[src/rtl/prot_debounce_pkg.sv]
package prot_debounce_pkg;
  typedef enum logic [1:0] {
    ST_RUN     = 2'd0,
    ST_OV_HOLD = 2'd1,
    ST_OV_WAIT = 2'd2,
    ST_UV_OFF  = 2'd3
  } prot_state_e;
endpackage

[src/rtl/pd_updown_cnt.sv]
// Saturating up/down filter; eoc_o is high while the count sits at LIMIT.
module pd_updown_cnt #(
  parameter int unsigned LIMIT = 16
) (
  input  logic clk_i,
  input  logic rst_ni,
  input  logic clear_i,
  input  logic up_i,
  output logic eoc_o
);
  localparam int unsigned CW = $clog2(LIMIT + 1);
  localparam logic [CW-1:0] LIM = CW'(LIMIT);

  logic [CW-1:0] cnt_q, cnt_d;

  always_comb begin
    cnt_d = cnt_q;
    if (clear_i)                  cnt_d = '0;
    else if (up_i && cnt_q != LIM) cnt_d = cnt_q + 1'b1;
    else if (!up_i && cnt_q != '0) cnt_d = cnt_q - 1'b1;
  end

  always_ff @(posedge clk_i or negedge rst_ni) begin
    if (!rst_ni) cnt_q <= '0;
    else         cnt_q <= cnt_d;
  end

  assign eoc_o = (cnt_q == LIM);
endmodule

[src/rtl/pd_hold_timer.sv]
// Counts while run_i is high; done_o in the last of CYCLES cycles.
module pd_hold_timer #(
  parameter int unsigned CYCLES = 64
) (
  input  logic clk_i,
  input  logic rst_ni,
  input  logic run_i,
  output logic done_o
);
  localparam int unsigned CW = $clog2(CYCLES + 1);
  localparam logic [CW-1:0] LAST = CW'(CYCLES - 1);

  logic [CW-1:0] cnt_q;

  always_ff @(posedge clk_i or negedge rst_ni) begin
    if (!rst_ni)     cnt_q <= '0;
    else if (!run_i) cnt_q <= '0;
    else             cnt_q <= cnt_q + 1'b1;
  end

  assign done_o = run_i && (cnt_q == LAST);
endmodule

[src/rtl/prot_debounce_ctrl.sv]
module prot_debounce_ctrl
  import prot_debounce_pkg::*;
#(
  parameter int unsigned UV_DEB_CYC  = 1500000,
  parameter int unsigned UV_REST_CYC = 1500000,
  parameter int unsigned OV_DEB_CYC  = 12500,
  parameter int unsigned OV_HOLD_CYC = 25000000
) (
  input  logic clk_i,
  input  logic rst_ni,
  input  logic uv_flag_i,
  input  logic ov_flag_i,
  output logic pwm_en_o,
  output logic deep_off_o,
  output logic soft_start_o
);
  prot_state_e state_q, state_d;
  logic uv_eoc, rest_eoc, ov_eoc, hold_done;
  logic ss_q;

  pd_updown_cnt #(.LIMIT(UV_DEB_CYC)) u_uv_deb (
    .clk_i   (clk_i),
    .rst_ni  (rst_ni),
    .clear_i ((state_q == ST_UV_OFF) || uv_eoc),
    .up_i    (uv_flag_i),
    .eoc_o   (uv_eoc)
  );

  // recovery filter only lives in deep-off
  pd_updown_cnt #(.LIMIT(UV_REST_CYC)) u_uv_rest (
    .clk_i   (clk_i),
    .rst_ni  (rst_ni),
    .clear_i ((state_q != ST_UV_OFF) || rest_eoc),
    .up_i    (!uv_flag_i),
    .eoc_o   (rest_eoc)
  );

  pd_updown_cnt #(.LIMIT(OV_DEB_CYC)) u_ov_deb (
    .clk_i   (clk_i),
    .rst_ni  (rst_ni),
    .clear_i ((state_q != ST_RUN) || ov_eoc),
    .up_i    (ov_flag_i),
    .eoc_o   (ov_eoc)
  );

  pd_hold_timer #(.CYCLES(OV_HOLD_CYC)) u_ov_hold (
    .clk_i  (clk_i),
    .rst_ni (rst_ni),
    .run_i  (state_q == ST_OV_HOLD),
    .done_o (hold_done)
  );

  always_comb begin
    state_d = state_q;
    unique case (state_q)
      ST_RUN: begin
        if (uv_eoc)      state_d = ST_UV_OFF;   // undervoltage wins
        else if (ov_eoc) state_d = ST_OV_HOLD;
      end
      ST_OV_HOLD: begin
        if (uv_eoc)         state_d = ST_UV_OFF;
        else if (hold_done) state_d = ST_OV_WAIT;
      end
      ST_OV_WAIT: begin
        if (uv_eoc)          state_d = ST_UV_OFF;
        else if (!ov_flag_i) state_d = ST_RUN;
      end
      ST_UV_OFF: begin
        if (rest_eoc) state_d = ST_RUN;
      end
      default: state_d = ST_RUN;
    endcase
  end

  always_ff @(posedge clk_i or negedge rst_ni) begin
    if (!rst_ni) begin
      state_q <= ST_RUN;
      ss_q    <= 1'b0;
    end else begin
      state_q <= state_d;
      ss_q    <= (state_q != ST_RUN) && (state_d == ST_RUN);
    end
  end

  assign pwm_en_o     = (state_q == ST_RUN);
  assign deep_off_o   = (state_q == ST_UV_OFF);
  assign soft_start_o = ss_q;
endmodule

[config.mk]
export PLATFORM = sky130hd
export DESIGN_NAME = prot_debounce_ctrl
export DESIGN_NICKNAME = d
export VERILOG_FILES = /design/src/rtl/prot_debounce_pkg.sv /design/src/rtl/pd_updown_cnt.sv /design/src/rtl/pd_hold_timer.sv /design/src/rtl/prot_debounce_ctrl.sv
export SDC_FILE = /design/constraint.sdc
export NUM_CORES = 1
export LEC_CHECK = 0
export BUFFER_PORTS_ARGS = -buffer_cell sky130_fd_sc_hd__buf_2
export CAP_MARGIN = 15
export CORE_ASPECT_RATIO = 0.8
export CORE_MARGIN = 10
export CORE_UTILIZATION = 63
export CTS_CLUSTER_SIZE = 8
export DETAILED_ROUTE_END_ITERATION = 16
export MAX_ROUTING_LAYER = met4
export PLACE_DENSITY = 0.8
export SETUP_SLACK_MARGIN = 0.2
export SLEW_MARGIN = 20
export SYNTH_ARGS = -nofsm -noshare
export SYNTH_HDL_FRONTEND = slang
export SYNTH_HIERARCHICAL = 1
export SYNTH_SLANG_ARGS = --single-unit
export TNS_END_PERCENT = 30
[constraint.sdc]
create_clock -name clk_i -period 5.65 [get_ports clk_i]
set_input_delay 1.13 -clock clk_i [delete_from_list [all_inputs] [get_ports clk_i]]
set_output_delay 1.13 -clock clk_i [all_outputs]
set_load 0.05 [all_outputs]
==> metrics.md, run 1 <==
| Metric | Value |
|---|---|
| Status | `finished clean` |
| FF+latch count, synth | `84` |
| Slew margin rel. | `0.509` |
| Die outline width | `132 um` |
| Setup crit start kind | `flip-flop` |
| CTS HTree Levels | `3` |
| Root Driver | `clkbuf_16` |
| Most common cell after layout, fill and taps aside | `dfrtp_1` |
| Core outline area | `0.00973 sq mm` |
| GRT overflow | `0` |
| Routed via count | `5339` |
| EDFF count, synth | `0` |
| Post-synthesis net count | `763` |
| Wirelength per Cell | `17.5 um` |
| Sum Neg Setup Slack | `0 ns` |
| Final slew viol count | `0` |
| First-pass GRT wire length | `24.7 mm` |
| Clk sinks | `84` |
| Yosys top cell by area | `dfrtp_1` |
| Die Ht | `110 um` |
| Multi-input logic area | `0.00400 sq mm` |
| Post-CTS Setup Repair Bufs | `0` |
| Crit path arrival time | `4.67 ns` |
| Input/output buffers | `6` |
| Placer Congestion | `0.950` |
| Reported leakage power | `3.15 nW` |
| Crit path required time | `5.86 ns` |
| Fillers | `728` |
| Post-layout nets | `760` |
| CTS resizes | `0` |
| Post-CTS Hold Fix Bufs | `0` |
| Initial core utilization | `0.651` |
| RSZ-0062 raised after global routing | `false` |
| Top cells by area, synth | `dfrtp_1 (33%), ha_1 (11%), xor2_1 (4.3%)` |
| Post-synth ARST share | `1.00` |
| Rows | `32` |
| Crit Path Max Fanout | `21` |
| GRT Total Usage | `0.210` |
| Diodes inserted | `0` |
| CTS clk-pin slew, worst paths | `0.06 ns` |
| Drt drc | `0` |
| CTS buffer count | `9` |
| Syn Inst Count | `699` |
| Final period utilization | `0.790` |
| Layout area overhead | `6.60%` |
| Number of synthesis warnings | `6` |
| Fraction of synthesized cell area taken by the top area cell type | `0.332` |
| Final Hold Viols | `0` |
| CP endpoint kind | `flip-flop` |
| Seq. cell area | `0.00210 sq mm` |
| Max cap viols | `0` |
| DIE AREA | `0.0145 sq mm` |
| Max Freq | `0.224 GHz` |
| Clock Path Buffers | `2` |
| Power per Cell Area | `408 mW/mm^2` |
| First drt pass iteration count | `5` |
| Drt total wl | `14.6 mm` |
| Antenna Violating Nets Remaining | `0` |
| Share of post-route cells with drive strength above 1 | `0.0843` |
| HP Class | `flip-flop to flip-flop` |
| Detail Placement HPWL | `10.2 mm` |
| Most used DFF post-synth | `dfrtp_1` |
| TritonCTS clock tree | `done` |
| Crit Path Category | `flip-flop to flip-flop` |
| Sequential fraction of the synthesis area | `0.332` |
| Largest net degree at the start of global routing | `45` |
| Final setup vio count | `0` |
| Clk_skew | `0.00600 ns` |
| Worst Max-Slew Pin Slew | `0.736 ns` |
| Max IR drop VDD | `0.269 mV` |
| Clk_lat worst skew | `0.34 ns` |
| Initial antenna violation count | `0` |
| Synthesized area per cell | `9.06 sq um` |
| Min Hold Slack | `0.509 ns` |
| Cell Area, Synth | `0.00633 sq mm` |
| Vias in the first global route | `5185` |
| Initial DRC count | `461` |
| I/O Pins | `7` |
| Via density | `6.39` |
| Final min period | `4.46 ns` |
| Synth cell types | `73` |
| Commonest cells after routing, fill and taps aside | `dfrtp_1 (84), nand2_1 (62), ha_1 (57)` |
-- kinds of logic after synthesis --
logic type	synth area share
AOI/OAI and AO/OA	0.182
adders and majority gates	0.122
muxes	0.0126
xor gates and xnor gates	0.0677
buffers and inverters	0.0365
and+or+nand+nor	0.247
DFF	0.332
-- through the flow --
stage / total power, mW / area, sq um / setup slack, ns / util / cells
3_3_place_gp: 2.01 / 6430 / 1.54 / 0.661 / 821
2_1_floorplan: 1.81 / 6330 / 1.75 / - / 699
5_1_grt: 2.94 / 6750 / 0.873 / 0.694 / 836
3_5_place_dp: 2.07 / 6430 / 1.40 / 0.661 / 821
4_1_cts: 2.73 / 6750 / 1.31 / 0.694 / 836
6_report: 2.75 / 6750 / 1.19 / 0.694 / 836
-- cell type report --
cell class	count	area share
multi-input cells	565	0.593
clock inverters	5	0.0124
clock buffers	10	0.0354
inverters	27	0.0150
well taps	136	0.0252
repair buffers	9	0.00815
flip-flops and latches	84	0.311
-- metal layers --
| metal | vias up | share of wire | global-route usage | routed length (um) |
|---|---|---|---|---|
| met3 | 23 | 0.048 | 0.0428 | 707 |
| met1 | 2575 | 0.47 | 0.263 | 6810 |
| met2 | 177 | 0.47 | 0.341 | 6880 |
| li1 | 2564 | - | - | - |
| met5 | - | 0 | - | 0 |
| met4 | 0 | 0.016 | 0.0618 | 234 |
-- synthesized netlist by cell type (all sizes together) (4+ instances only) --
library cell  instances
or3                   7
o21a                  8
and4                  4
o211ai                5
nor2b                 8
nor3b                 5
a21oi                53
a311oi                5
nor3                 17
buf                  14
nand2b               10
xnor2                18
nand2                63
or4                   5
inv                  27
or2                   8
dfrtp                84
ha                   57
mux2i                 8
a21boi                6
and2                 16
xor2                 31
nand3                27
o2111ai               5
a21o                 20
nor4                 18
nor2                 45
clkbuf                9
nand4                20
o21ai                35
a211oi                5
and3                 12
-- flip-flops by register name (all words and copies together), names as in the netlist --
register and flops:
u_ov_deb/cnt_q 14, u_uv_deb/cnt_q 21, u_ov_hold/cnt_q 25, state_q 2, soft_start_o 1, u_uv_rest/cnt_q 21
-- worst paths after layout --
kind                       cells after the start             endpoint  slack (ns)          startpoint
max in group asynchronous                      2   u_uv_rest/cnt_q[8]        3.91              rst_ni
min reg2reg                                    1   u_ov_hold/cnt_q[0]        0.51  u_ov_hold/cnt_q[0]
min in group asynchronous                      1  u_ov_hold/cnt_q[15]        0.76              rst_ni
min                                            1   u_ov_hold/cnt_q[0]        0.51  u_ov_hold/cnt_q[0]
max reg2reg                                   13   u_uv_deb/cnt_q[18]        1.19  u_uv_deb/cnt_q[11]
max                                           13   u_uv_deb/cnt_q[18]        1.19  u_uv_deb/cnt_q[11]
-- power breakdown --
part | switching [mW] | internal, mW
clock | 0.244 | 0.398
sequential | 0.130 | 0.744
combinational | 0.710 | 0.527
-- worst max-delay path, cell delays in order (launching register included) --
cell and delay (ns):
dfrtp_1 0.39, nor4_2 0.38, nand3_2 0.18, nor4_4 0.53
nor2b_1 0.19, inv_1 0.58, ha_1 0.30, and2b_1 0.19
o2111ai_1 0.15, a2111oi_0 0.70, nor3_1 0.19, a21oi_1 0.24
mux2i_1 0.21, nand3_1 0.09
Note: power is estimated with default switching activity, not from simulation.
==> inputs of run 2 (changes only) <==
==> constraint.sdc (replaced) <==
create_clock -name clk_i -period 4.3 [get_ports clk_i]
set_input_delay 0.86 -clock clk_i [delete_from_list [all_inputs] [get_ports clk_i]]
set_output_delay 0.86 -clock clk_i [all_outputs]
set_load 0.05 [all_outputs]
==> metrics.md, run 2 (synthesis gave the netlist of run 1 again) <==
| Metric | Value |
|---|---|
| Core outline area | `0.00973 sq mm (unchanged)` |
| First drt pass iteration count | `5 (unchanged)` |
| Max cap viols | `0 (unchanged)` |
| Most flops, register | `u_ov_hold/cnt_q (unchanged)` |
| Crit Path Max Fanout | `21 (unchanged)` |
| DRT met1 WL | `6.67 mm (was 6.81 mm)` |
| Setup crit start kind | `flip-flop (unchanged)` |
| Layout area overhead | `7.51% (was 6.60%)` |
| Clk_lat worst skew | `0.35 ns (was 0.34 ns)` |
| GRT Total Usage | `0.213 (was 0.210)` |
| Clk_skew | `0.00841 ns (was 0.00600 ns)` |
| Drt total wl | `14.6 mm (about the same)` |
| Power per Cell Area | `541 mW/mm^2 (was 408 mW/mm^2)` |
| Most common cell after layout, fill and taps aside | `dfrtp_1 (unchanged)` |
| First-pass GRT wire length | `25.1 mm (was 24.7 mm)` |
| Antenna Violating Nets Remaining | `0 (unchanged)` |
| Clock Path Buffers | `2 (unchanged)` |
| Crit Path Category | `flip-flop to flip-flop (unchanged)` |
| Input/output buffers | `6 (unchanged)` |
| Final period utilization | `0.905 (was 0.790)` |
| Hold_sp | `u_ov_hold/cnt_q[0] (unchanged)` |
| Clk sinks | `84 (unchanged)` |
| Final setup vio count | `0 (unchanged)` |
| Crit path arrival time | `4.11 ns (was 4.67 ns)` |
| Vias in the first global route | `5229 (was 5185)` |
| Initial DRC count | `423 (was 461)` |
| Detail Placement HPWL | `10.2 mm (about the same)` |
| Routed via count | `5342 (was 5339)` |
| Die outline width | `132 um (unchanged)` |
| CTS HTree Levels | `3 (unchanged)` |
| I/O Pins | `7 (unchanged)` |
| Reported leakage power | `3.19 nW (was 3.15 nW)` |
| Largest net degree at the start of global routing | `85 (was 45)` |
| TritonCTS clock tree | `done (unchanged)` |
| Max reg flops | `25 (unchanged)` |
| Initial antenna violation count | `0 (unchanged)` |
| Wirelength per Cell | `17.4 um (was 17.5 um)` |
| DIE AREA | `0.0145 sq mm (unchanged)` |
| HP Class | `flip-flop to flip-flop (unchanged)` |
| GRT overflow | `0 (unchanged)` |
| Status | `finished clean (unchanged)` |
| Final Hold Viols | `0 (unchanged)` |
| Rows | `32 (unchanged)` |
| Placed Area | `0.00645 sq mm (was 0.00643 sq mm)` |
| Diodes inserted | `0 (unchanged)` |
| RSZ-0062 raised after global routing | `true (was false)` |
| Met2 wire len | `6.88 mm (about the same)` |
| Commonest cells after routing, fill and taps aside | `dfrtp_1 (84), nand2_1 (62), ha_1 (57) (unchanged)` |
| Biggest regs | `u_ov_hold/cnt_q: 25 flops, u_uv_deb/cnt_q: 21 flops, u_uv_rest/cnt_q: 21 flops (unchanged)` |
| Slew margin rel. | `0.491 (was 0.509)` |
| Worst Max-Slew Pin Slew | `0.763 ns (was 0.736 ns)` |
| Share of post-route cells with drive strength above 1 | `0.0895 (was 0.0843)` |
| Final Cell Area | `0.00681 sq mm (was 0.00675 sq mm)` |
| Final min period | `3.89 ns (was 4.46 ns)` |
| Sum Neg Setup Slack | `0 ns (unchanged)` |
| Root Driver | `clkbuf_16 (unchanged)` |
| CP endpoint kind | `flip-flop (unchanged)` |
| Final slew viol count | `0 (unchanged)` |
| Post-layout nets | `763 (was 760)` |
| Max IR drop VDD | `0.388 mV (was 0.269 mV)` |
| Crit path required time | `4.52 ns (was 5.86 ns)` |
| Met3 wire length | `730 um (was 707 um)` |
| CTS buffer count | `9 (unchanged)` |
| R2r startpoint | `u_uv_rest/cnt_q[3] (was u_uv_deb/cnt_q[11])` |
| Worst setup startpoint | `u_uv_rest/cnt_q[3] (was u_uv_deb/cnt_q[11])` |
| Drt drc | `0 (unchanged)` |
| CTS clk-pin slew, worst paths | `0.07 ns (was 0.06 ns)` |
| Max Freq | `0.257 GHz (was 0.224 GHz)` |
| Die Ht | `110 um (unchanged)` |
| Initial core utilization | `0.651 (unchanged)` |
| Placer Congestion | `0.935 (was 0.950)` |
| Max layer used | `met4 (unchanged)` |
| Via density | `6.36 (was 6.39)` |
run 2: cell count changes in the layout (fill, tap and decap cells not counted), sizes merged:
cell,before,now
bufinv,2,3
clkbuf,10,9
inv,28,31
buf,9,12
clkinvlp,2,0
run 2: what timing repair did:
item / in CTS / in global routing
hold buffers: 0 / 0
resized for setup: 0 / 1
setup endpoints to repair: 0 / 2
setup buffers: 0 / 0
run 2: per-stage QoR:
step           hold slack [ns]   util  power [mW]  std cells  worst slack, ns
2_1_floorplan            0.466      -        2.37        699            0.401
3_3_place_gp             0.496  0.663        2.65        824            0.651
3_5_place_dp             0.494  0.663        2.72        824            0.514
4_1_cts                  0.505  0.699        3.67        840            0.482
5_1_grt                  0.524  0.700        3.95        840            0.187
6_report                 0.503  0.700        3.69        840            0.410
run 2: final timing paths:
path / end / slack, ns / depth (start not counted)
max: u_uv_rest/cnt_q[18] / 0.41 / 13
min: u_ov_hold/cnt_q[0] / 0.50 / 1
max reg2reg: u_uv_rest/cnt_q[18] / 0.41 / 13
min reg2reg: u_ov_hold/cnt_q[0] / 0.50 / 1
max in group asynchronous: u_uv_deb/cnt_q[3] / 3.22 / 1
min in group asynchronous: u_ov_hold/cnt_q[2] / 0.56 / 1
run 2: power breakdown:
group	internal (mW)	switching [mW]	leakage, nW
clock network	0.578	0.352	0.173
registers	0.977	0.165	1.10
logic	0.692	0.923	1.92
run 2: layout make-up:
| cell class | instances | area, sq um |
|---|---|---|
| repair buffers | 12 | 81.3 |
| fillers | 776 | 2920 |
| clock buffers | 9 | 225 |
| multi-input cells | 565 | 4000 |
| inverters | 27 | 101 |
| flip-flops and latches | 84 | 2100 |
| clock inverters | 7 | 128 |
| well taps | 136 | 170 |
run 2: per-layer routing:
layer,vias up,GRT usage
met5,-,-
met4,0,0.0745
met3,38,0.0415
met2,158,0.342
met1,2563,0.266
li1,2583,-
run 2: worst max-delay path, stage by stage (launching register included):
cell	delay (ns)
dfrtp_1	0.39
nor4_1	0.40
nand3_1	0.22
nor4_1	0.32
buf_4	0.18
nand2b_1	0.13
buf_4	0.28
ha_1	0.34
and4_1	0.27
nand2_1	0.06
a2111oi_0	0.38
nand3b_1	0.29
a311oi_1	0.13
or3_1	0.38
==> inputs of run 3 (changes only) <==
--- a/config.mk
+++ b/config.mk
@@ -5,6 +5,7 @@
 export SDC_FILE = /design/constraint.sdc
 export NUM_CORES = 1
 export LEC_CHECK = 0
+export ABC_AREA = 1
 export BUFFER_PORTS_ARGS = -buffer_cell sky130_fd_sc_hd__buf_2
 export CAP_MARGIN = 15
 export CORE_ASPECT_RATIO = 0.8
@@ -13,8 +14,7 @@
 export CTS_CLUSTER_SIZE = 8
 export DETAILED_ROUTE_END_ITERATION = 16
 export MAX_ROUTING_LAYER = met4
-export PLACE_DENSITY = 0.8
-export SETUP_SLACK_MARGIN = 0.2
+export PLACE_DENSITY = 0.79
 export SLEW_MARGIN = 20
 export SYNTH_ARGS = -nofsm -noshare
 export SYNTH_HDL_FRONTEND = slang
==> metrics.md, run 3 <==
| Metric | Value |
|---|---|
| Status | `finished clean (unchanged)` |
| Top cells by area, synth | `dfrtp_1 (29%), nand2_1 (17%), ha_1 (9.7%) (was dfrtp_1 (33%), ha_1 (11%), xor2_1 (4.3%))` |
| Reg2Reg Setup Slack | `0.97 ns (was 0.41 ns)` |
| Cell Area, Synth | `0.00732 sq mm (was 0.00633 sq mm)` |
| Input/output buffers | `6 (unchanged)` |
| Synthesized area per cell | `6.65 sq um (was 9.06 sq um)` |
| Max cap viols | `0 (unchanged)` |
| Synth cell types | `37 (was 73)` |
| Most used DFF post-synth | `dfrtp_1 (unchanged)` |
| Commonest cells after routing, fill and taps aside | `nand2_1 (322), nor2_1 (179), inv_1 (133) (was dfrtp_1 (84), nand2_1 (62), ha_1 (57))` |
| R2r startpoint | `u_uv_deb/cnt_q[3] (was u_uv_rest/cnt_q[3])` |
| Min Hold Slack | `0.462 ns (was 0.503 ns)` |
| Vias in the first global route | `6153 (was 5229)` |
| Max Freq | `0.300 GHz (was 0.257 GHz)` |
| Place WS | `1.00 ns (was 0.514 ns)` |
| Layout area overhead | `6.62% (was 7.51%)` |
| Crit path required time | `4.53 ns (was 4.52 ns)` |
| CP Cell Sequence | `nor2_1 -> nand2_1 -> nor2_1 -> nand3_1 -> nand2_1 -> inv_1 -> fa_1 -> inv_1 -> nand3_1 -> nand3_1 -> nand2_1 -> nand3_1 -> nand3_1 -> nand2_1 -> nand2_1 -> nand2_1 -> nor2_1 (was nor4_1 -> nand3_1 -> nor4_1 -> buf_4 -> nand2b_1 -> buf_4 -> ha_1 -> and4_1 -> nand2_1 -> a2111oi_0 -> nand3b_1 -> a311oi_1 -> or3_1)` |
| Number of synthesis warnings | `6 (unchanged)` |
| Largest net degree at the start of global routing | `60 (was 85)` |
| Worst Max-Slew Pin Slew | `0.935 ns (was 0.763 ns)` |
| Diodes inserted | `0 (unchanged)` |
| Hold_sp | `u_ov_hold/cnt_q[0] (unchanged)` |
| Post-synth ARST share | `1.00 (unchanged)` |
| Gate power share | `0.507 (was 0.438)` |
| Clock power share | `0.199 (was 0.252)` |
| Max IR drop VDD | `0.506 mV (was 0.388 mV)` |
| GRT Total Usage | `0.217 (was 0.213)` |
| Root Driver | `clkbuf_16 (unchanged)` |
| Clock Path Buffers | `2 (unchanged)` |
| Post-CTS Setup Repair Bufs | `0 (unchanged)` |
| Fraction of synthesized cell area taken by the top area cell type | `0.287 (was 0.332)` |
| Fillers | `1017 (was 776)` |
| Psw | `1.72 mW (was 1.44 mW)` |
| Wirelength per Cell | `13.4 um (was 17.4 um)` |
| Hold path depth | `1 (unchanged)` |
| Final Core Density | `0.683 (was 0.700)` |
| Initial core utilization | `0.640 (was 0.651)` |
| Final setup vio count | `0 (unchanged)` |
| Dpl cells | `1252 (was 824)` |
| Sum Neg Setup Slack | `0 ns (unchanged)` |
| EDFF count, synth | `0 (unchanged)` |
| First-pass GRT wire length | `29.0 mm (was 25.1 mm)` |
| Post-CTS Hold Fix Bufs | `0 (unchanged)` |
| Clk_skew | `0.00775 ns (was 0.00841 ns)` |
| Syn Inst Count | `1100 (was 699)` |
| Final Cell Area | `0.00780 sq mm (was 0.00681 sq mm)` |
| DRT met1 WL | `8.65 mm (was 6.67 mm)` |
| HP Class | `flip-flop to flip-flop (unchanged)` |
| Power per Cell Area | `500 mW/mm^2 (was 541 mW/mm^2)` |
| FF+latch count, synth | `84 (unchanged)` |
| RSZ-0062 raised after global routing | `false (was true)` |
| Die outline width | `140 um (was 132 um)` |
| Final Hold Viols | `0 (unchanged)` |
| CTS clk-pin slew, worst paths | `0.07 ns (about the same)` |
| Most numerous cell in the Yosys netlist | `nand2_1 (was dfrtp_1)` |
| Routed via count | `6883 (was 5342)` |
| Flop pwr share | `0.294 (was 0.310)` |
| Synth top cells by count | `nand2_1 (322), nor2_1 (179), inv_1 (133) (was dfrtp_1 (84), nand2_1 (62), ha_1 (57))` |
| Worst setup startpoint | `u_uv_deb/cnt_q[3] (was u_uv_rest/cnt_q[3])` |
| Switching share of power | `0.441 (was 0.391)` |
| CP max-delay cell | `nand2_1 (was nor4_1)` |
| Met3 wire length | `844 um (was 730 um)` |
| Share of post-route cells with drive strength above 1 | `0.0822 (was 0.0895)` |
| DIE AREA | `0.0164 sq mm (was 0.0145 sq mm)` |
| Cell Int Power | `2.18 mW (was 2.25 mW)` |
| Power Total | `3.90 mW (was 3.69 mW)` |
| CTS buffer count | `9 (unchanged)` |
| Worst path bufs/invs | `2 (unchanged)` |
| Die Ht | `116 um (was 110 um)` |
| Most flops, register | `u_ov_hold/cnt_q (unchanged)` |
| Initial antenna violation count | `0 (unchanged)` |
| I/O Pins | `7 (unchanged)` |
| Drt total wl | `17.0 mm (was 14.6 mm)` |
| Slew margin rel. | `0.375 (was 0.491)` |
| Crit path max-delay family | `simple AND/OR/NAND/NOR gates (unchanged)` |
| Clk sinks | `84 (unchanged)` |
| Rows | `35 (was 32)` |
| CTS resizes | `0 (unchanged)` |
| Reg2reg path depth | `17 (was 13)` |
| Reported leakage power | `4.13 nW (was 3.19 nW)` |
| Drt drc | `0 (unchanged)` |
| CTS HTree Levels | `3 (unchanged)` |
| Initial DRC count | `610 (was 423)` |
| GRT overflow | `0 (unchanged)` |
| Antenna Violating Nets Remaining | `0 (unchanged)` |
| Crit path top cell by count | `nand2_1` |
| Final slew viol count | `0 (unchanged)` |
| Met2 wire len | `7.33 mm (was 6.88 mm)` |
| TritonCTS clock tree | `done (unchanged)` |
| Non-Filler Instances | `1267 (was 840)` |
| Crit Path Category | `flip-flop to flip-flop (unchanged)` |
| Crit path arrival time | `3.56 ns (was 4.11 ns)` |
| Max reg flops | `25 (unchanged)` |
| Setup WS post-layout | `0.970 ns (was 0.410 ns)` |
| Detail Placement HPWL | `12.7 mm (was 10.2 mm)` |
| Most common cell after layout, fill and taps aside | `nand2_1 (was dfrtp_1)` |
| Reg2Reg Capture Point | `u_uv_deb/cnt_q[16] (was u_uv_rest/cnt_q[18])` |
| Sequential fraction of the synthesis area | `0.287 (was 0.332)` |
| Setup crit start kind | `flip-flop (unchanged)` |
| Biggest regs | `u_ov_hold/cnt_q: 25 flops, u_uv_deb/cnt_q: 21 flops, u_uv_rest/cnt_q: 21 flops (unchanged)` |
| Final min period | `3.33 ns (was 3.89 ns)` |
| Clk_lat worst skew | `0.34 ns (was 0.35 ns)` |
| Crit Path Max Fanout | `23 (was 21)` |
| Placer Congestion | `0.980 (was 0.935)` |
| Hold Path Sink | `u_ov_hold/cnt_q[0] (unchanged)` |
| Final period utilization | `0.774 (was 0.905)` |
| Yosys top cell by area | `dfrtp_1 (unchanged)` |
| Via density | `5.43 (was 6.36)` |
| Core outline area | `0.0114 sq mm (was 0.00973 sq mm)` |
| Post-synthesis net count | `1164 (was 763)` |
| Post-layout nets | `1179 (was 763)` |
| Worst path max stage delay | `0.72 ns (was 0.40 ns)` |
| Max layer used | `met4 (unchanged)` |
| Placed Area | `0.00751 sq mm (was 0.00645 sq mm)` |
| CP endpoint kind | `flip-flop (unchanged)` |
| First drt pass iteration count | `5 (unchanged)` |
[run 3: changes by cell type after synthesis, moves of 10 or more]
cell and change:
xor2_1 -17, nand2_1 +260, nand3_2 +14, inv_1 +106, and3_1 -12, nor3_1 -11
nand3_1 +47, a21oi_1 +10, nor2_1 +135, nand2_2 +19, nand2b_1 -10, a21o_1 -15
[run 3: power groups by stage]
stage	Clock, mW	Combinational, mW	Sequential (mW)
floorplan	0	1.60	1.10
CTS	0.802	1.95	1.14
finish	0.776	1.98	1.15
detailed placement	0	1.93	1.16
global route	0.832	2.26	1.17
global placement	0	1.89	1.15
[run 3: logic make-up after synthesis]
kind of cell | after synthesis | synth area share
buffers and inverters | 144 | 0.0771
XOR/XNOR | 30 | 0.0359
AO/OA/AOI/OAI | 100 | 0.0758
adder cells (fa/ha/maj) | 60 | 0.106
AND/OR/NAND/NOR | 682 | 0.418
flip-flops | 84 | 0.287
[run 3: worst max-delay path by stage]
stage	endpoint	slack (ns)	cells past startpoint
after CTS	u_uv_deb/cnt_q[16]	1.10	17
after floorplan	u_uv_rest/cnt_q[11]	1.60	10
final	u_uv_deb/cnt_q[16]	0.97	17
after global placement	u_uv_rest/cnt_q[11]	0.97	11
after detailed placement	u_uv_rest/cnt_q[16]	1.00	15
after global routing	u_uv_deb/cnt_q[16]	0.70	17
[run 3: layout make-up]
class | count | area (sq um) | area share
Clock buffer | 9 | 225 | 0.0289
Clock inverter | 6 | 65.1 | 0.00834
Tap cell | 148 | 185 | 0.0237
Sequential cell | 84 | 2100 | 0.269
Multi-Input combinational cell | 872 | 4650 | 0.596
Timing Repair Buffer | 8 | 47.5 | 0.00609
Inverter | 140 | 526 | 0.0674
[run 3: metal layers]
layer,GRT usage,up-vias
li1,-,3545
met2,0.331,171
met4,0.0433,0
met5,-,-
met3,0.0362,15
met1,0.300,3152
